File: src/rtl/rgbs_pkg.sv
package rgbs_pkg;

    localparam int COMP_W = 6;
    localparam int PAD_W  = 3;
    localparam int PIX_W  = 3 * COMP_W;
    localparam int BUS_W  = COMP_W + PAD_W;

    typedef enum logic [1:0] {
        BEAT_R = 2'd0,
        BEAT_G = 2'd1,
        BEAT_B = 2'd2
    } beat_e;

    // Decoded control for one dot beat
    typedef struct packed {
        logic  hs_n;
        logic  vs_n;
        logic  en;
        beat_e beat;
    } beat_ctl_t;

endpackage

File: src/rtl/rgbs_dotclk.sv
module rgbs_dotclk #(
    parameter int HALF = 2
) (
    input  logic clk,
    input  logic rst_n,
    output logic dot_clk,
    output logic tick
);
    localparam int PERIOD = 2 * HALF;
    localparam int PW     = $clog2(PERIOD);

    typedef struct packed {
        logic [PW-1:0] ph;
        logic          clk_lvl;
    } dclk_t;

    dclk_t s_d, s_q;
    logic  wrap;

    always_comb begin
        s_d  = s_q;
        wrap = (s_q.ph == PW'(PERIOD - 1));
        s_d.ph      = wrap ? '0 : s_q.ph + 1'b1;
        s_d.clk_lvl = (s_d.ph >= PW'(HALF));
    end

    always_ff @(posedge clk or negedge rst_n) begin
        if (!rst_n) begin
            s_q <= '0;
        end else begin
            s_q <= s_d;
        end
    end

    assign dot_clk = s_q.clk_lvl;
    // Edge that lowers the dot clock and advances the beat
    assign tick    = wrap;

endmodule

File: src/rtl/rgbs_span.sv
module rgbs_span #(
    parameter int SYNC = 2,
    parameter int BACK = 4,
    parameter int ACT  = 160,
    parameter int W    = 8
) (
    input  logic [W-1:0] cnt,
    output logic         in_sync,
    output logic         in_act
);
    localparam int ACT_LO = SYNC + BACK;
    localparam int ACT_HI = SYNC + BACK + ACT;

    always_comb begin
        in_sync = (cnt < W'(SYNC));
        in_act  = (cnt >= W'(ACT_LO)) && (cnt < W'(ACT_HI));
    end

endmodule

File: src/rtl/rgbs_raster.sv
module rgbs_raster
    import rgbs_pkg::*;
#(
    parameter int H_ACTIVE = 160,
    parameter int H_FRONT  = 4,
    parameter int H_SYNC   = 2,
    parameter int H_BACK   = 4,
    parameter int V_ACTIVE = 128,
    parameter int V_FRONT  = 2,
    parameter int V_SYNC   = 1,
    parameter int V_BACK   = 2
) (
    input  logic      clk,
    input  logic      rst_n,
    input  logic      tick,
    output beat_ctl_t nxt_ctl
);
    localparam int H_TOT = H_SYNC + H_BACK + H_ACTIVE + H_FRONT;
    localparam int V_TOT = V_SYNC + V_BACK + V_ACTIVE + V_FRONT;
    localparam int HW    = $clog2(H_TOT);
    localparam int VW    = $clog2(V_TOT);

    typedef struct packed {
        beat_e         beat;
        logic [HW-1:0] px;
        logic [VW-1:0] ln;
    } pos_t;

    // Reset parks on the final beat of the frame so the first tick starts a frame
    localparam pos_t POS_RST = '{beat: BEAT_B, px: HW'(H_TOT - 1), ln: VW'(V_TOT - 1)};

    pos_t pos_d, pos_q, adv;
    logic h_sync, h_act, v_sync, v_act;

    always_comb begin
        adv = pos_q;
        if (pos_q.beat == BEAT_B) begin
            adv.beat = BEAT_R;
            if (pos_q.px == HW'(H_TOT - 1)) begin
                adv.px = '0;
                adv.ln = (pos_q.ln == VW'(V_TOT - 1)) ? '0 : pos_q.ln + 1'b1;
            end else begin
                adv.px = pos_q.px + 1'b1;
            end
        end else begin
            adv.beat = beat_e'(pos_q.beat + 2'd1);
        end
        pos_d = tick ? adv : pos_q;
    end

    always_ff @(posedge clk or negedge rst_n) begin
        if (!rst_n) begin
            pos_q <= POS_RST;
        end else begin
            pos_q <= pos_d;
        end
    end

    rgbs_span #(.SYNC(H_SYNC), .BACK(H_BACK), .ACT(H_ACTIVE), .W(HW)) u_hspan (
        .cnt     (adv.px),
        .in_sync (h_sync),
        .in_act  (h_act)
    );

    rgbs_span #(.SYNC(V_SYNC), .BACK(V_BACK), .ACT(V_ACTIVE), .W(VW)) u_vspan (
        .cnt     (adv.ln),
        .in_sync (v_sync),
        .in_act  (v_act)
    );

    always_comb begin
        nxt_ctl.hs_n = ~h_sync;
        nxt_ctl.vs_n = ~v_sync;
        nxt_ctl.en   = h_act & v_act;
        nxt_ctl.beat = adv.beat;
    end

endmodule

File: src/rtl/rgbs_pixmux.sv
module rgbs_pixmux
    import rgbs_pkg::*;
(
    input  logic              clk,
    input  logic              rst_n,
    input  logic              start,
    input  beat_e             beat,
    input  logic              en,
    input  logic [PIX_W-1:0]  pix_data,
    input  logic              pix_valid,
    output logic [COMP_W-1:0] comp,
    output logic              underrun
);
    typedef struct packed {
        logic [PIX_W-1:0] hold;
        logic             under;
    } mux_t;

    mux_t m_d, m_q;
    logic [PIX_W-1:0] fresh, src;

    always_comb begin
        m_d   = m_q;
        fresh = pix_valid ? pix_data : '0;
        src   = start ? fresh : m_q.hold;
        if (start) begin
            m_d.hold  = fresh;
            m_d.under = m_q.under | ~pix_valid;
        end
        unique case (beat)
            BEAT_R:  comp = src[PIX_W-1 -: COMP_W];
            BEAT_G:  comp = src[2*COMP_W-1 -: COMP_W];
            BEAT_B:  comp = src[COMP_W-1:0];
            default: comp = '0;
        endcase
        if (!en) begin
            comp = '0;
        end
    end

    always_ff @(posedge clk or negedge rst_n) begin
        if (!rst_n) begin
            m_q <= '0;
        end else begin
            m_q <= m_d;
        end
    end

    assign underrun = m_q.under;

endmodule

File: src/rtl/rgb_seq_tx.sv
module rgb_seq_tx
    import rgbs_pkg::*;
#(
    parameter int H_ACTIVE = 160,
    parameter int H_FRONT  = 4,
    parameter int H_SYNC   = 2,
    parameter int H_BACK   = 4,
    parameter int V_ACTIVE = 128,
    parameter int V_FRONT  = 2,
    parameter int V_SYNC   = 1,
    parameter int V_BACK   = 2,
    parameter int DOT_HALF = 2
) (
    input  logic        clk,
    input  logic        rst_n,
    input  logic [17:0] pix_data,
    input  logic        pix_valid,
    output logic        pix_ready,
    output logic        dot_clk,
    output logic        hsync_n,
    output logic        vsync_n,
    output logic        disp_en,
    output logic [8:0]  rgb_bus,
    output logic        underrun
);
    typedef struct packed {
        logic             hs_n;
        logic             vs_n;
        logic             en;
        logic [BUS_W-1:0] bus;
    } out_t;

    localparam out_t OUT_RST = '{hs_n: 1'b1, vs_n: 1'b1, en: 1'b0, bus: '0};

    logic              tick;
    logic              dot_lvl;
    logic              pix_start;
    beat_ctl_t         nxt_ctl;
    logic [COMP_W-1:0] nxt_comp;
    out_t              o_d, o_q;

    rgbs_dotclk #(.HALF(DOT_HALF)) u_dclk (
        .clk     (clk),
        .rst_n   (rst_n),
        .dot_clk (dot_lvl),
        .tick    (tick)
    );

    rgbs_raster #(
        .H_ACTIVE (H_ACTIVE), .H_FRONT (H_FRONT), .H_SYNC (H_SYNC), .H_BACK (H_BACK),
        .V_ACTIVE (V_ACTIVE), .V_FRONT (V_FRONT), .V_SYNC (V_SYNC), .V_BACK (V_BACK)
    ) u_rast (
        .clk     (clk),
        .rst_n   (rst_n),
        .tick    (tick),
        .nxt_ctl (nxt_ctl)
    );

    assign pix_start = tick && nxt_ctl.en && (nxt_ctl.beat == BEAT_R);

    rgbs_pixmux u_mux (
        .clk       (clk),
        .rst_n     (rst_n),
        .start     (pix_start),
        .beat      (nxt_ctl.beat),
        .en        (nxt_ctl.en),
        .pix_data  (pix_data),
        .pix_valid (pix_valid),
        .comp      (nxt_comp),
        .underrun  (underrun)
    );

    always_comb begin
        o_d = o_q;
        if (tick) begin
            o_d.hs_n = nxt_ctl.hs_n;
            o_d.vs_n = nxt_ctl.vs_n;
            o_d.en   = nxt_ctl.en;
            o_d.bus  = {nxt_comp, {PAD_W{1'b0}}};
        end
    end

    always_ff @(posedge clk or negedge rst_n) begin
        if (!rst_n) begin
            o_q <= OUT_RST;
        end else begin
            o_q <= o_d;
        end
    end

    assign pix_ready = pix_start;
    assign dot_clk   = dot_lvl;
    assign hsync_n   = o_q.hs_n;
    assign vsync_n   = o_q.vs_n;
    assign disp_en   = o_q.en;
    assign rgb_bus   = o_q.bus;

endmodule

File: config.mk
export PLATFORM = sky130hd
export DESIGN_NAME = rgb_seq_tx
export DESIGN_NICKNAME = d
export VERILOG_FILES = /design/src/rtl/rgbs_pkg.sv /design/src/rtl/rgbs_dotclk.sv /design/src/rtl/rgbs_span.sv /design/src/rtl/rgbs_raster.sv /design/src/rtl/rgbs_pixmux.sv /design/src/rtl/rgb_seq_tx.sv
export SDC_FILE = /design/constraint.sdc
export NUM_CORES = 1
export LEC_CHECK = 0
export ABC_AREA = 1
export CAP_MARGIN = 5
export CORE_MARGIN = 2
export CORE_UTILIZATION = 60
export CTS_CLUSTER_SIZE = 14
export DETAILED_ROUTE_END_ITERATION = 8
export GPL_TIMING_DRIVEN = 1
export HOLD_SLACK_MARGIN = 0.1
export PLACE_DENSITY = 0.9
export SETUP_SLACK_MARGIN = 0.4
export SKIP_CTS_REPAIR_TIMING = 1
export SYNTH_ARGS = -nofsm -noshare
export SYNTH_HDL_FRONTEND = slang
export SYNTH_SLANG_ARGS = --single-unit
File: constraint.sdc
create_clock -name clk -period 4.2 [get_ports clk]
set_clock_uncertainty 0.05 [all_clocks]
set_input_delay 0.84 -clock clk [delete_from_list [all_inputs] [get_ports clk]]
set_output_delay 0.84 -clock clk [all_outputs]
set_load 0.03 [all_outputs]
== Word level (Yosys, flattened, before mapping) ==
Index checks and enable logic that the tools add are counted.
Widths: inputs -> output; s select.

* Bits in registers: 49
* Bits of input ports: 21
* Output and inout bits: 15
* Logic and storage cells: 48

* Add/sub/neg operators: 4
* Magnitude comparators: 7
* Equality and inequality tests: 6
* Multiplexer cells: 10
* Bitwise logic cells: 5
* Reductions and logical operators: 5

{| class="wikitable"
|+ Operators by type and width
! operator !! count
|-
| $mux 18 || 2
|-
| $mux 8 || 3
|-
| $pmux 6 s3 || 1
|-
| $add 8x1->8 const B || 2
|-
| $eq 8x8->1 const B || 2
|-
| $lt 8x8->1 const B || 2
|-
| $mux 16 || 1
|-
| $ge 8x2->1 const B || 1
|-
| $ge 8x3->1 const B || 1
|-
| $lt 8x1->1 const B || 1
|-
| $lt 8x2->1 const B || 1
|-
| $eq 2x2->1 const B || 3
|-
| $mux 6 || 1
|-
| $add 2x1->2 const B || 2
|-
| $logic_and 1x1->1 || 4
|-
| $mux 2 || 2
|-
| $not 1->1 || 3
|-
| $eq 2x1->1 const B || 1
|-
| $ge 2x2->1 const B || 1
|-
| $logic_not 2->1 || 1
|-
| $and 1x1->1 || 1
|-
| $or 1x1->1 || 1
|}

== Depth between registers and ports, before layout ==
* Depth after elaboration: 12
* Depth in mapped cells: 20
* Depth with buffers taken out: 19

== By module ==
A second synthesis with hierarchy kept.

* Cells, all modules: 432
* Area total of the unflattened synthesis: 3000.4 um^2

{| class="wikitable"
|+ Modules (own cells, without submodules)
! module !! instances !! cells an instance !! area an instance (um^2) !! sequential area each (um^2)
|-
| rgbs_raster || 1 || 200 || 1336.3 || 459.2
|-
| rgbs_pixmux || 1 || 143 || 1039.7 || 475.5
|-
| rgb_seq_tx || 1 || 46 || 385.4 || 227.7
|-
| rgbs_span at u_rast.u_hspan || 1 || 20 || 87.6 || 0.0
|-
| rgbs_span at u_rast.u_vspan || 1 || 19 || 85.1 || 0.0
|-
| rgbs_dotclk || 1 || 4 || 66.3 || 50.0
|}

== Worst setup path before layout ==
OpenSTA, ideal clock, no wires.

* Kind: register to output
* Start point: reg u_rast.pos_q[8] in the netlist's numbering
* End point: out pix_ready
* Arrival: 2.154 ns
* Data required time: 3.310 ns
* Path slack: 1.156 ns
* Stages on the path, launching flop included: 14
* Path buffers: 2
* Path through: dfstp_2 ha_1 nand2_1 nor2_2 nand3_2 buf_6 nand3_1 nand2_1 nor2_2 o21ai_2 nor2_4 nand3_4 buf_2 inv_1

* Cells in the longest elaborated chain, start to end: 8
* Elaborated cells between the ends (all ways): 14
* Classes of those cells: add/sub: 1; order compare: 4; eq/ne: 1; mux: 3; bitwise: 1; reduce/logical: 4

{| class="wikitable"
|+ RTL lines
! element !! RTL line !! source
|-
| from (decl) || rgbs_raster.sv:32 || <nowiki>pos_t pos_d, pos_q, adv;</nowiki>
|-
| from (signal assigned) || rgbs_raster.sv:55 || <nowiki>pos_q <= pos_d;</nowiki>
|-
| $add 8x1->8 or $eq 8x8->1 (tied branches) || rgbs_raster.sv:43, rgbs_raster.sv:39 ||
|-
| $mux 8 || rgbs_raster.sv:39 || <nowiki>if (pos_q.px == HW'(H_TOT - 1)) begin</nowiki>
|-
| $mux 16 (*) || rgbs_raster.sv:37 || <nowiki>if (pos_q.beat == BEAT_B) begin</nowiki>
|-
| $ge 8x3->1 (tied with other cells) || rgbs_span.sv:16 || <nowiki>in_act = (cnt >= W'(ACT_LO)) && (cnt < W'(ACT_HI));</nowiki>
|-
| $logic_and 1x1->1 || rgbs_span.sv:16 ||
|-
| $and 1x1->1 (*) || rgbs_raster.sv:74 || <nowiki>nxt_ctl.en = h_act & v_act;</nowiki>
|-
| $logic_and 1x1->1 (*) (2 in a row) || rgb_seq_tx.sv:59 || <nowiki>assign pix_start = tick && nxt_ctl.en && (nxt_ctl.beat == BEAT_R);</nowiki>
|-
| to (decl) || rgb_seq_tx.sv:18 || <nowiki>output logic pix_ready,</nowiki>
|}

Every way passes the cells marked *; elsewhere a longest branch is shown, timed or not.

== Worst setup path in the final report ==
Same ends and word-level chain as after synthesis.

==> run_results.csv <==
group,metric,value,unit
critical_path,reg2reg_from,"u_rast.pos_q[8]",
global_routing,grt_max_degree,49,
placement,hpwlAfterDp,4710,um
die,die_x,74.4,um
timing,rsz0062_at_grt,"false",
timing,fin_tns_setup,0,ns
global_routing,grt_pass1_vias,2517,
critical_path,cp_max_fo,11,
synthesis,synth_largest_area_cell,"dfrtp_1",
critical_path,crit_buf_inv,4,
final_layout,multiInputGateArea,0.00148,mm2
drt,drt_iter0_markers,211,
critical_path,startpoint_type,"flip-flop",
timing,period_needed,3.58,ns
placement,io_buffers,32,
cts,clkLatencyLatePin,0.30,ns
cts,cts_buffer_depth,2,
die,core_area,0.00475,mm2
final_layout,antenna_cells,0,
global_routing,grtUsageTotal,25.7,%
final_layout,drive_gt1_share,11.3,%
die,pin_count,36,
drt,drt_wl_total,6420,um
cts,clk_pin_slew,0.09,ns
cts,cts_made_buffers,5,
critical_path,slowest_delay,0.57,ns
cts,h-tree-depth,2,
worst_hold_path,worstHoldStart,"u_dclk.s_q[1]",
global_routing,grt_pass1_wl,11100,um
timing,hold_viol,0,
worst_hold_path,worstHoldEndpoint,"u_dclk.s_q[1]",
die,die_h,74.4,um
cts,cts-root-buf,"clkbuf_8",
die,row_count,25,
timing,setup_viol,0,
synthesis,syn_area,0.00297,mm2
drt,vias_per_cell,5.33,
cts,clock_sinks,48,
critical_path,worstRegToRegCells,17,
critical_path,crit_family,"simple AND/OR/NAND/NOR gates",
status,status,"finished, final reports clean",
final_layout,num-fill-cells,369,
final_layout,final_nets,460,
die,dieArea,0.00553,mm2
timing,max_clock_freq,279,MHz
synthesis,yosys_warnings,0,
critical_path,startpoint,"u_rast.pos_q[8]",
cts,tritoncts,"done",
power,power.leakage,1.65,nW
timing,worstMarginPinSlew,1.05,ns
drt,route.detailed.drc,0,
synthesis,synth_edf_count,0,
critical_path,required,3.31,ns
critical_path,r2r_slack,1.29,ns
synthesis,synth_cell_types,35,
synthesis,ys_seq_area_share,40.8,%
drt,ant_nets,0,
timing,slew_headroom,30.2,%
synthesis,synth_top_area_share,32.9,%
placement,routabilityCongestion,0.931,
die,initial_utilization,62.5,%
critical_path,critical_path_class,"reg -> out",
worst_hold_path,worstHoldPathType,"reg -> reg",
final_layout,ff_latch_area,0.00122,mm2
critical_path,crit_path_end_kind,"primary output",
final_layout,area_growth,14.4,%
critical_path,cp_slowest_cell,"dfstp_2",
power,p_total,0.000835,W
synthesis,synth_ff_type,"dfrtp_1",
drt,drt_pass1_iterations,5,
critical_path,critPathArrivalTime,2.69,ns
drt,routedWlPerCell,12.8,um
power,powerDensity,246,mW/mm2
job,maxCapViolCount,0,
critical_path,crit_chain,"ha_1 > nand2_1 > nor2_2 > nand3_4 > clkinv_1 > o21ai_0 > nand2_1 > nand3_1 > inv_1 > nand3_2 > nand2_4 > nand3_4 > inv_1 > dlymetal6s2s_1",
synthesis,netlist_instances,410,
worst_hold_path,whs_path_depth,1,
synthesis,ys_async_sr_fraction,100,%
synthesis,ys_ff_latch,48,
timing,timing.final.crit_share,85.3,%
global_routing,antenna_found_initial,0,
timing,final_max_slew_viol_count,0,
synthesis,synth_area_leaders,"dfrtp_1 33%, nand2_1 18%, dfstp_2 8.0%",
power,ir_drop,0.000230,V
drt,vias,2677,
global_routing,grt_overflow_total,0,
synthesis,synth_area_per_cell,7.24,um2
critical_path,r2r_end,"rgb_bus[4]",
[worst max-delay path by stage]
stage	end	cells after the start
after global routing	pix_ready	14
after floorplan	pix_ready	13
final	pix_ready	14
after detailed placement	pix_ready	13
after global placement	pix_ready	13
after CTS	pix_ready	13
[metrics by stage]
stage | hold slack, ns | instance area, um2 | setup WS, ns | util (%) | std cells
after floorplan | 0.351 | 2980 | 1.16 | - | 412
after global placement | 0.360 | 3270 | 0.477 | 68.8 | 494
after CTS | 0.379 | 3380 | 0.0528 | 71.1 | 502
after detailed placement | 0.366 | 3270 | 0.380 | 68.8 | 494
after global routing | 0.381 | 3400 | 0.408 | 71.5 | 502
final | 0.378 | 3400 | 0.617 | 71.5 | 502
[area by class of cell]
| class | count | area share, % |
|---|---|---|
| Multi-Input combinational cell | 299 | 43.6 |
| Sequential cell | 48 | 35.8 |
| Timing Repair Buffer | 33 | 9.57 |
| Inverter | 47 | 5.34 |
| Tap cell | 67 | 2.47 |
| Clock buffer | 5 | 2.02 |
| Clock inverter | 3 | 1.25 |
[cell families after synthesis]
kind of cell,after synthesis,share of synthesized area (%)
buffers and inverters,65,9.98
AO/OA/AOI/OAI,42,8.55
flip-flops,48,40.8
AND/OR/NAND/NOR,249,38.4
adder cells (fa/ha/maj),5,2.11
other,1,0.126
[synthesized netlist by cell type (3+ instances only)]
library cell and instances:
nor2_2 4, buf_6 4, o21ai_1 10, ha_1 5, dfrtp_1 39, and2_1 6
o21ai_0 18, buf_4 4, nand2_1 146, o21ai_2 5, nand3_2 4, nand2_2 4
inv_1 42, dfstp_2 9, nand4_1 12, nor2_4 3, nand3_1 47, clkbuf_1 8
nor2_1 18
[where the power goes]
part	internal (W)	switching (W)	total [W]
Combinational	0.0000184	0.0000206	0.0000390
Sequential	0.000463	0.000000242	0.000463
Clock	0.000176	0.000157	0.000333
[metal layers]
layer  global-route usage (%)  share of wire (%)
met5                        0                  0
met4                     8.13                1.5
met3                     5.15                4.4
met2                     44.2                 50
met1                     32.5                 44
[registers in the layout, indices dropped and copies added, names as in the netlist]
name and count:
u_dclk.s_q 1, disp_en 1, u_dclk.dot_clk 1, u_rast.pos_q 18, hsync_n 1, u_mux.m_q 18
u_mux.underrun 1, rgb_bus 6, vsync_n 1
[cell usage in the layout (no fill, tap or decap), types with 2 or more instances in the layout]
master           count
a21oi_1              2
and2_1               6
clkbuf_8             5
clkdlybuf4s50_1     30
conb_1               3
dfrtp_1             39
dfstp_2              8
ha_1                 5
inv_1               42
inv_2                2
inv_4                2
nand2_1            146
nand2_2              3
nand2_4              2
nand3_1             47
nand3_2              3
nand3_4              2
nand4_1             12
nor2_1              18
nor2_2               4
nor2_4               3
nor3_2               2
o21ai_0             18
o21ai_1             10
o21ai_2              5
o21bai_1             2
No activity file was read; power rests on OpenSTA's default activity.
